## config.mk

```make
export PLATFORM = sky130hd
export DESIGN_NAME = snp_combine
export DESIGN_NICKNAME = d
export VERILOG_FILES = /design/src/rtl/snp_pkg.sv /design/src/rtl/snp_collect.sv /design/src/rtl/snp_timer.sv /design/src/rtl/snp_combine.sv
export SDC_FILE = /design/constraint.sdc
export NUM_CORES = 1
export LEC_CHECK = 0
export BUFFER_PORTS_ARGS = -buffer_cell sky130_fd_sc_hd__buf_2
export CELL_PAD_IN_SITES_DETAIL_PLACEMENT = 0
export CELL_PAD_IN_SITES_GLOBAL_PLACEMENT = 1
export CORE_UTILIZATION = 42
export DETAILED_ROUTE_END_ITERATION = 8
export PLACE_DENSITY_LB_ADDON = 0.1
export SETUP_SLACK_MARGIN = 0.3
export SLEW_MARGIN = 10
export SYNTH_ARGS = -nofsm -noshare
export SYNTH_HDL_FRONTEND = slang
export SYNTH_SLANG_ARGS = --single-unit
export TNS_END_PERCENT = 30
```

## constraint.sdc

```tcl
create_clock -name clk -period 2.95 [get_ports clk]
set_clock_uncertainty 0.15 [all_clocks]
set_input_delay 0.1475 -clock clk [delete_from_list [all_inputs] [get_ports clk]]
set_output_delay 0.1475 -clock clk [all_outputs]
set_load 0.005 [all_outputs]
```

## src/rtl/snp_pkg.sv

```systemverilog
package snp_pkg;

    typedef enum logic {
        MODE_FIXED = 1'b0,
        MODE_VAR   = 1'b1
    } snp_mode_e;

    typedef struct packed {
        logic shared;
        logic dirty;
        logic late;
    } snp_result_t;

endpackage

```

## src/rtl/snp_collect.sv

```systemverilog
module snp_collect #(
    parameter int NUM_CACHES = 4
) (
    input  logic                  clk,
    input  logic                  rst_n,
    input  logic                  clear_i,
    input  logic                  accept_i,
    input  logic [NUM_CACHES-1:0] shared_i,
    input  logic [NUM_CACHES-1:0] dirty_i,
    input  logic [NUM_CACHES-1:0] done_i,
    output logic                  all_seen_o,
    output logic                  any_shared_o,
    output logic                  any_dirty_o
);

    typedef struct packed {
        logic [NUM_CACHES-1:0] seen;
        logic [NUM_CACHES-1:0] shr;
        logic [NUM_CACHES-1:0] drt;
    } col_t;

    col_t st_d, st_q;
    logic [NUM_CACHES-1:0] take;

    // A cache's report is taken only once per transaction.
    for (genvar i = 0; i < NUM_CACHES; i++) begin : g_take
        assign take[i] = accept_i & done_i[i] & ~st_q.seen[i];
    end

    always_comb begin
        st_d = st_q;
        if (clear_i) begin
            st_d = '0;
        end else begin
            for (int i = 0; i < NUM_CACHES; i++) begin
                if (take[i]) begin
                    st_d.seen[i] = 1'b1;
                    st_d.shr[i]  = shared_i[i];
                    st_d.drt[i]  = dirty_i[i];
                end
            end
        end
    end

    always_ff @(posedge clk) begin
        if (!rst_n) st_q <= '0;
        else        st_q <= st_d;
    end

    // Views that already include this cycle's accepted reports.
    assign all_seen_o   = &(st_q.seen | take);
    assign any_shared_o = |(st_q.shr | (take & shared_i));
    assign any_dirty_o  = |(st_q.drt | (take & dirty_i));

    // A recorded report is never withdrawn before the next clear.
    assert_seen_sticky_R8: assert property (@(posedge clk) disable iff (!rst_n)
        !clear_i |=> ((st_q.seen & $past(st_q.seen)) == $past(st_q.seen)));

    // Flags of an already recorded cache are never overwritten.
    assert_first_report_kept_R8: assert property (@(posedge clk) disable iff (!rst_n)
        !clear_i |=> (((st_q.shr ^ $past(st_q.shr)) | (st_q.drt ^ $past(st_q.drt)))
                      & $past(st_q.seen)) == '0);

endmodule

```

## src/rtl/snp_timer.sv

```systemverilog
module snp_timer #(
    parameter int DELAY = 3
) (
    input  logic clk,
    input  logic rst_n,
    input  logic clear_i,
    input  logic run_i,
    output logic expire_o
);

    localparam int CW = $clog2(DELAY + 1);
    localparam logic [CW-1:0] LAST = CW'(DELAY - 1);
    localparam logic [CW-1:0] TOP  = CW'(DELAY);

    logic [CW-1:0] cnt_d, cnt_q;

    always_comb begin
        cnt_d = cnt_q;
        if (clear_i)                 cnt_d = '0;
        else if (run_i && cnt_q < TOP) cnt_d = cnt_q + 1'b1;
    end

    always_ff @(posedge clk) begin
        if (!rst_n) cnt_q <= '0;
        else        cnt_q <= cnt_d;
    end

    assign expire_o = run_i & (cnt_q == LAST);

    // Deadline fires on the DELAY-th running cycle only.
    assert_count_bounded_R4: assert property (@(posedge clk) disable iff (!rst_n)
        cnt_q <= TOP);

endmodule

```

## src/rtl/snp_combine.sv

```systemverilog
module snp_combine
    import snp_pkg::*;
#(
    parameter int NUM_CACHES  = 4,
    parameter int FIXED_DELAY = 3
) (
    input  logic                  clk,
    input  logic                  rst_n,
    input  logic                  var_mode_i,
    input  logic                  addr_valid_i,
    input  logic [NUM_CACHES-1:0] snp_shared_i,
    input  logic [NUM_CACHES-1:0] snp_dirty_i,
    input  logic [NUM_CACHES-1:0] snp_done_i,
    output logic                  comb_shared_o,
    output logic                  comb_dirty_o,
    output logic                  snoop_valid_o,
    output logic                  mem_supply_o,
    output logic                  mem_inhibit_o,
    output logic                  late_err_o
);

    typedef struct packed {
        logic        busy;
        snp_mode_e   mode;
        logic        valid;
        snp_result_t res;
    } ctl_t;

    ctl_t st_d, st_q;

    logic all_seen, any_shr, any_drt, tmr_expire, resolve;

    snp_collect #(.NUM_CACHES(NUM_CACHES)) u_collect (
        .clk          (clk),
        .rst_n        (rst_n),
        .clear_i      (addr_valid_i),
        .accept_i     (st_q.busy & ~addr_valid_i),
        .shared_i     (snp_shared_i),
        .dirty_i      (snp_dirty_i),
        .done_i       (snp_done_i),
        .all_seen_o   (all_seen),
        .any_shared_o (any_shr),
        .any_dirty_o  (any_drt)
    );

    snp_timer #(.DELAY(FIXED_DELAY)) u_timer (
        .clk      (clk),
        .rst_n    (rst_n),
        .clear_i  (addr_valid_i),
        .run_i    (st_q.busy & (st_q.mode == MODE_FIXED) & ~addr_valid_i),
        .expire_o (tmr_expire)
    );

    assign resolve = (st_q.mode == MODE_VAR) ? all_seen : tmr_expire;

    always_comb begin
        st_d = st_q;
        if (addr_valid_i) begin
            st_d.busy  = 1'b1;
            st_d.mode  = var_mode_i ? MODE_VAR : MODE_FIXED;
            st_d.valid = 1'b0;
            st_d.res   = '0;
        end else if (st_q.busy && resolve) begin
            st_d.busy       = 1'b0;
            st_d.valid      = 1'b1;
            st_d.res.shared = any_shr;
            st_d.res.dirty  = any_drt;
            st_d.res.late   = (st_q.mode == MODE_FIXED) & ~all_seen;
        end
    end

    always_ff @(posedge clk) begin
        if (!rst_n) begin
            st_q <= '{busy: 1'b0, mode: MODE_FIXED, valid: 1'b0, res: '0};
        end else begin
            st_q <= st_d;
        end
    end

    assign snoop_valid_o = st_q.valid;
    assign comb_shared_o = st_q.valid & st_q.res.shared;
    assign comb_dirty_o  = st_q.valid & st_q.res.dirty;
    assign late_err_o    = st_q.valid & st_q.res.late;
    assign mem_supply_o  = st_q.valid & ~st_q.res.dirty;
    assign mem_inhibit_o = (st_q.busy & (st_q.mode == MODE_VAR))
                         | (st_q.valid & st_q.res.dirty);

    assert_fixed_on_deadline_R4: assert property (@(posedge clk) disable iff (!rst_n)
        ($rose(snoop_valid_o) && st_q.mode == MODE_FIXED) |-> $past(tmr_expire));

    assert_var_after_last_R6: assert property (@(posedge clk) disable iff (!rst_n)
        ($rose(snoop_valid_o) && st_q.mode == MODE_VAR) |-> $past(all_seen));

    assert_late_fixed_only_R5: assert property (@(posedge clk) disable iff (!rst_n)
        late_err_o |-> (st_q.mode == MODE_FIXED));

    assert_dirty_stands_down_R7: assert property (@(posedge clk) disable iff (!rst_n)
        comb_dirty_o |-> (mem_inhibit_o && !mem_supply_o));

    assert_restart_clears_R9: assert property (@(posedge clk) disable iff (!rst_n)
        $past(addr_valid_i) |-> !snoop_valid_o);

endmodule

```

==> flow_metrics.tcl, run 1 <==
set metrics [dict create \
    status "finished clean" \
    hp-start "addr_valid_i" \
    synth_cell_types 35 \
    clock_latency_ns 0.31 \
    netlist_area_um2 978 \
    period_minus_slack_ns 1.68 \
    rsz0062_at_grt "false" \
    power.leakage_nw 0.552 \
    synth.yosys.seq_area_share_pct 40.9 \
    power_frac_seq_pct 55.2 \
    rrSetupSlack_ns 1.27 \
    crit_path_end_kind "flop" \
    grt.overflow.total 0 \
    vdd_drop_max_mv 0.260 \
    finalInstanceArea_um2 1280 \
    clock_power_share_pct 31.6 \
    final_net_count 153 \
    cts_sinks 20 \
    power.share.switching_pct 24.7 \
    vias 848 \
    crit_fanout 14 \
    path_buf_inv 0 \
    critPathLaunchType "flop" \
    fmax_mhz 594 \
    portBuffers 21 \
    grt_max_degree 15 \
    synth_seq_cells 20 \
    clockBufferDepth 2 \
    h-tree-depth 1 \
    synth_top_area_share_pct 40.9 \
    num_antenna_cells 0 \
    place_hpwl_mm 1.53 \
    drc 0 \
    cp_data_required_time_ns 3.02 \
    area_delta_synth_final_pct 30.7 \
    yosys_warnings 0 \
    grt_usage_pct 18.9 \
    worstRegToRegCells 3 \
    drt_first_pass_iters 6 \
    crit_path_top_delay_cell "dfxtp_1" \
    synth_top_area_cell "dfxtp_1" \
    drive_above_1_share_pct 26.9 \
    clkSlewWorstSetupHoldPaths_ns 0.12 \
    hold_class "in2reg" \
    core_um2 2210 \
    grt_pass1_vias 784 \
    whs_path_depth 2 \
    final_common_cell "buf_2" \
    synthCells 98 \
    arrival_ns 1.75 \
    die_w_um 50.3 \
    place.gp.congestion 0.750 \
    synth_area_leaders "dfxtp_1, mux2i_1, a21oi_1, nor2_1, and4bb_4" \
    cp_top_family "flip-flops" \
    slew_headroom_pct 62.0 \
    path_class "reg2reg" \
    cp_slowest_stage_delay_ns 0.65 \
    crit_chain "nor4b_2, o2111ai_1, o211a_1" \
    io_pins 22 \
    ant_nets 0 \
    reg2reg_from "st_q[5]" \
    finalSetupViolCount 0 \
    initial_utilization_pct 44.2 \
    cts_buffers 3 \
    num_rows 17 \
    avgSynthCellArea_um2 9.98 \
    internal_power_mw 0.391 \
    p_switching_mw 0.128 \
    fin_crit_sh_pct 57.1 \
    die_y_um 50.3 \
    clockRootBuffer "clkbuf_4" \
    drt_iter0_markers 11 \
    fin_tns_setup_ns 0 \
    antenna_found_initial 0 \
    wl_per_cell_um 13.1 \
    r2r_end "st_q[2]" \
    worstMarginPinSlew_ns 0.570 \
    drv_cap 0 \
    hold_viol_final 0 \
    grt_pass1_wl_mm 3.57 \
    drt_wl_total_mm 2.13 \
    cts_tree "yes" \
    hold-path-endpoint "st_q[5]" \
    finalMaxSlewViolations 0 \
    place_area_um2 1100 \
    synthesis.nets 116 \
    via_per_inst 5.23 \
    layout_common_cells "buf_2, dfxtp_1, dlygate4sd3_1" \
    power_density_nw_per_um2 405 \
    dieArea_um2 2530 \
    p_comb_share_pct 13.2 \
]
## final cells by class
cell class,instances,area [um2]
inverter,2,7.51
sequential,20,400
clock buffer,4,36.3
multi-input combinational,73,554
fill,225,933
timing repair buffer,35,245
tap,28,35.0
## flip-flops by register name, summed over array words and instances, names as in the netlist
| register | count |
|---|---|
| snoop_valid_o | 1 |
| u_timer.cnt_q | 2 |
| u_collect.st_q | 12 |
| st_q | 5 |
## logic make-up after synthesis
logic type | Yosys count | share of synthesized area, %
compound gates | 26 | 19.4
fa+ha+maj | 2 | 2.56
mux | 7 | 7.16
buf+inv | 5 | 2.43
xor+xnor | 1 | 0.895
flops | 20 | 40.9
simple gates | 37 | 26.6
## synth_stat cells
| cell | number |
|---|---|
| buf_4 | 1 |
| inv_1 | 2 |
| o211a_1 | 2 |
| o21a_1 | 2 |
| and2b_2 | 1 |
| a211oi_1 | 2 |
| a2111oi_4 | 1 |
| clkbuf_2 | 1 |
| nor3b_2 | 1 |
| mux2i_1 | 7 |
| nand2_2 | 1 |
| nor2_1 | 12 |
| nand2_1 | 4 |
| o21ai_0 | 2 |
| or3b_1 | 1 |
| and4bb_2 | 1 |
| o2111ai_1 | 2 |
| a22oi_1 | 2 |
| dfxtp_1 | 20 |
| o22ai_1 | 2 |
| and4bb_4 | 2 |
| nand4_2 | 1 |
| nor4b_2 | 1 |
| and2_1 | 3 |
| a21o_1 | 1 |
| xnor2_1 | 1 |
| and4bb_1 | 1 |
| a21oi_1 | 10 |
| or4_1 | 2 |
| clkbuf_1 | 1 |
| nand2b_1 | 2 |
| nor2b_1 | 2 |
| or2_2 | 1 |
| ha_1 | 2 |
| nand2b_4 | 1 |
## stage by stage
step	utilization [%]	std cells	hold slack (ns)	worst slack (ns)	power [mW]
final	57.8	162	0.0447	1.27	0.519
after global placement	49.8	144	0.239	1.33	0.346
after floorplan	-	98	0.115	1.48	0.326
after CTS	57.8	162	0.0512	1.26	0.521
after detailed placement	49.8	144	0.245	1.28	0.347
after global routing	57.8	162	0.0521	1.14	0.542
## how the worst max path moves through the flow
| stage | start | to | cells past startpoint |
|---|---|---|---|
| 2_1_floorplan | u_timer.cnt_q[0] | st_q[1] | 6 |
| 3_3_place_gp | st_q[5] | st_q[1] | 3 |
| 3_5_place_dp | st_q[5] | st_q[2] | 3 |
| 4_1_cts | st_q[5] | st_q[2] | 3 |
| 5_1_grt | st_q[5] | st_q[1] | 3 |
| 6_report | st_q[5] | st_q[2] | 3 |
## power groups by stage
| stage | logic (mW) | clock network, mW | registers [mW] |
|---|---|---|---|
| 2_1_floorplan | 0.0383 | 0 | 0.288 |
| 3_3_place_gp | 0.0543 | 0 | 0.292 |
| 3_5_place_dp | 0.0543 | 0 | 0.292 |
| 4_1_cts | 0.0687 | 0.167 | 0.286 |
| 5_1_grt | 0.0755 | 0.179 | 0.287 |
| 6_report | 0.0687 | 0.164 | 0.286 |
## layer usage
layer  GRT usage (%)  up-vias  wire [um]
li1                -      430          -
met1            24.4      395       1040
met2            29.6       19        975
met3            3.64        4         76
met4            10.0        0         33
met5               0        -          0
## repair_timing
action	in CTS	in global routing
endpoints found under the hold margin	14	0
hold buffers	14	0
buffers inserted	0	0
setup endpoints to repair	0	0
resized for setup	0	0
(Power assumes the default switching activity.)
==> run 2: changes to the inputs <==
ABC_AREA = 1   (was default)
CORE_UTILIZATION = 32   (was 42)
clock period = 1.5 ns   (was 2.95 ns; I/O delays follow)
==> flow_metrics.tcl, run 2 <==
set metrics [dict create \
    synth_flop_cell "dfxtp_1" \
    power_density_nw_per_um2 769 \
    synth_top_cells_by_count "nand2_1, dfxtp_1, a21oi_1, inv_1, nand3_1" \
    status "complete, but fails checks" \
    synthesis.nets 147 \
    dieArea_um2 3070 \
    wl_met2_mm 1.08 \
    fin_crit_sh_pct 95.2 \
    hold_buffers 11 \
    grt.overflow.total 0 \
    core_um2 2730 \
    worstMarginPinSlew_ns 0.348 \
    portBuffers 21 \
    yosysMostFrequentCell "nand2_1" \
    hold_class "in2reg" \
    critPathLaunchType "flop" \
    die_w_um 55.4 \
    clockBufferDepth 2 \
    layout_common_cells "nand2_1, buf_2, a21oi_1" \
    vdd_drop_max_mv 0.510 \
    clock_latency_ns 0.32 \
    largest_reg_flops 12 \
    finalMaxSlewViolations 0 \
    finalSetupViolCount 0 \
    arrival_ns 1.50 \
    grt_usage_pct 17.5 \
    final_net_count 189 \
    hold_viol_final 9 \
    final_common_cell "nand2_1" \
    rsz0062_at_grt "true" \
    synth_cell_types 16 \
    largest_register "u_collect.st_q" \
    path_class "reg2reg" \
    drt_iter0_markers 27 \
    io_pins 22 \
    drv_cap 0 \
    crit_path_end_kind "flop" \
    place_area_um2 1090 \
    cp_data_required_time_ns 1.57 \
    die_y_um 55.4 \
    fmax_mhz 700 \
    fill_cells 267 \
    cts_buffers 3 \
    synth_top_area_cell "dfxtp_1" \
    via_per_inst 4.73 \
    num_antenna_cells 0 \
    met1_length_mm 1.22 \
    finalInstanceArea_um2 1340 \
    drt_wl_total_mm 2.42 \
    wl_met3_um 83 \
    h-tree-depth 1 \
    num_rows 19 \
    clkSlewWorstSetupHoldPaths_ns 0.13 \
    drive_above_1_share_pct 34.7 \
    slew_headroom_pct 76.6 \
    grt_pass1_wl_mm 4.19 \
    top_regs "u_collect.st_q x12, st_q x5, u_timer.cnt_q x2" \
    netlist_area_um2 913 \
    initial_utilization_pct 33.4 \
    wl_per_cell_um 12.0 \
    ant_nets 0 \
    place.gp.congestion 0.813 \
    synth.yosys.seq_area_share_pct 43.8 \
    drt_first_pass_iters 4 \
    power.leakage_nw 0.583 \
    synth_seq_cells 20 \
    synth_enable_flop_cells 0 \
    cts_sinks 20 \
    avgSynthCellArea_um2 7.08 \
    cts_tree "yes" \
    clockRootBuffer "clkbuf_4" \
    grt_pass1_vias 946 \
    grt_max_degree 12 \
    place_hpwl_mm 1.74 \
    yosys_warnings 0 \
    area_delta_synth_final_pct 47.1 \
    synthCells 129 \
    antenna_found_initial 0 \
    drc 0 \
    synth_area_leaders "dfxtp_1, nand2_1, a21oi_1, nand3_1, inv_1" \
    vias 950 \
    utilization_pct 49.2 \
    top_layer_used "met4" \
    whs_ns -0.101 \
    synth_top_area_share_pct 43.8 \
    crit_fanout 7 \
    period_minus_slack_ns 1.43 \
    violations "hold timing" \
    async_flop_share_pct 0 \
]
-- run 2: cell count changes after synthesis, sizes merged, moves of 3 or more --
cell    previous run  this run
mux2i              7         0
and2               3         0
and4bb             4         0
nand3              0        14
a21oi             10        19
inv                2        17
nand2              5        30
nand2b             3         0
o21ai              2         5
nand4              1         4
-- run 2: cells by family after synthesis --
| group | synth area share, % |
|---|---|
| DFF | 43.8 |
| AOI/OAI and AO/OA | 13.2 |
| and+or+nand+nor | 32.1 |
| buffers and inverters | 8.22 |
| adders and majority gates | 2.74 |
-- run 2: layout make-up --
type                       count  area [um2]  area share [%]
tap                           31        38.8            2.89
multi-input combinational     90         524            39.0
inverter                      17        66.3            4.93
clock buffer                   4        36.3            2.70
sequential                    20         410            30.5
timing repair buffer          39         268            19.9
-- run 2: path summary, 6_finish.rpt --
path	startpoint	end	slack [ns]	depth (start not counted)
max	st_q[5]	st_q[2]	0.07	9
min	snp_done_i[0]	u_collect.st_q[8]	-0.10	3
max reg2reg	st_q[5]	st_q[2]	0.07	9
min reg2reg	u_collect.st_q[7]	u_collect.st_q[7]	0.32	2
-- run 2: per-stage QoR --
stage	worst slack [ns]	hold WS (ns)	power [mW]	instances	setup TNS, ns
after global placement	0.106	0.142	0.663	183	0
final	0.0714	-0.101	1.03	201	0
after detailed placement	0.0696	0.157	0.664	183	0
after CTS	0.131	-0.113	1.02	199	0
after floorplan	0.194	0.0494	0.616	129	0
after global routing	-0.0463	-0.102	1.07	201	-0.107
-- run 2: worst max-delay path, stage by stage (launching register included) --
cell and delay, ns:
dfxtp_4 0.45, nand3_4 0.11, nand2_2 0.08, nand2_2 0.06
nor2_2 0.11, nand2_2 0.08, nand2_4 0.11, nand3_2 0.07
nand2_1 0.07, nor2_1 0.04
-- run 2: timing repair --
item | 4_1_cts | 5_1_grt
gates resized for setup | 4 | 22
setup buffers | 1 | 2
endpoints found under the hold margin | 14 | 9
endpoints found under the setup margin | 15 | 20
pin swaps | 1 | 8
-- run 2: power by group --
group / internal (mW) / total, mW / switching [mW]
sequential: 0.539 / 0.552 / 0.0128
combinational: 0.0675 / 0.142 / 0.0748
clock: 0.148 / 0.339 / 0.190
-- run 2: metal layers --
metal / vias up / track usage, %
li1: 507 / -
met1: 422 / 23.2
met2: 16 / 27.2
met3: 5 / 3.51
met4: 0 / 8.57
met5: - / 0
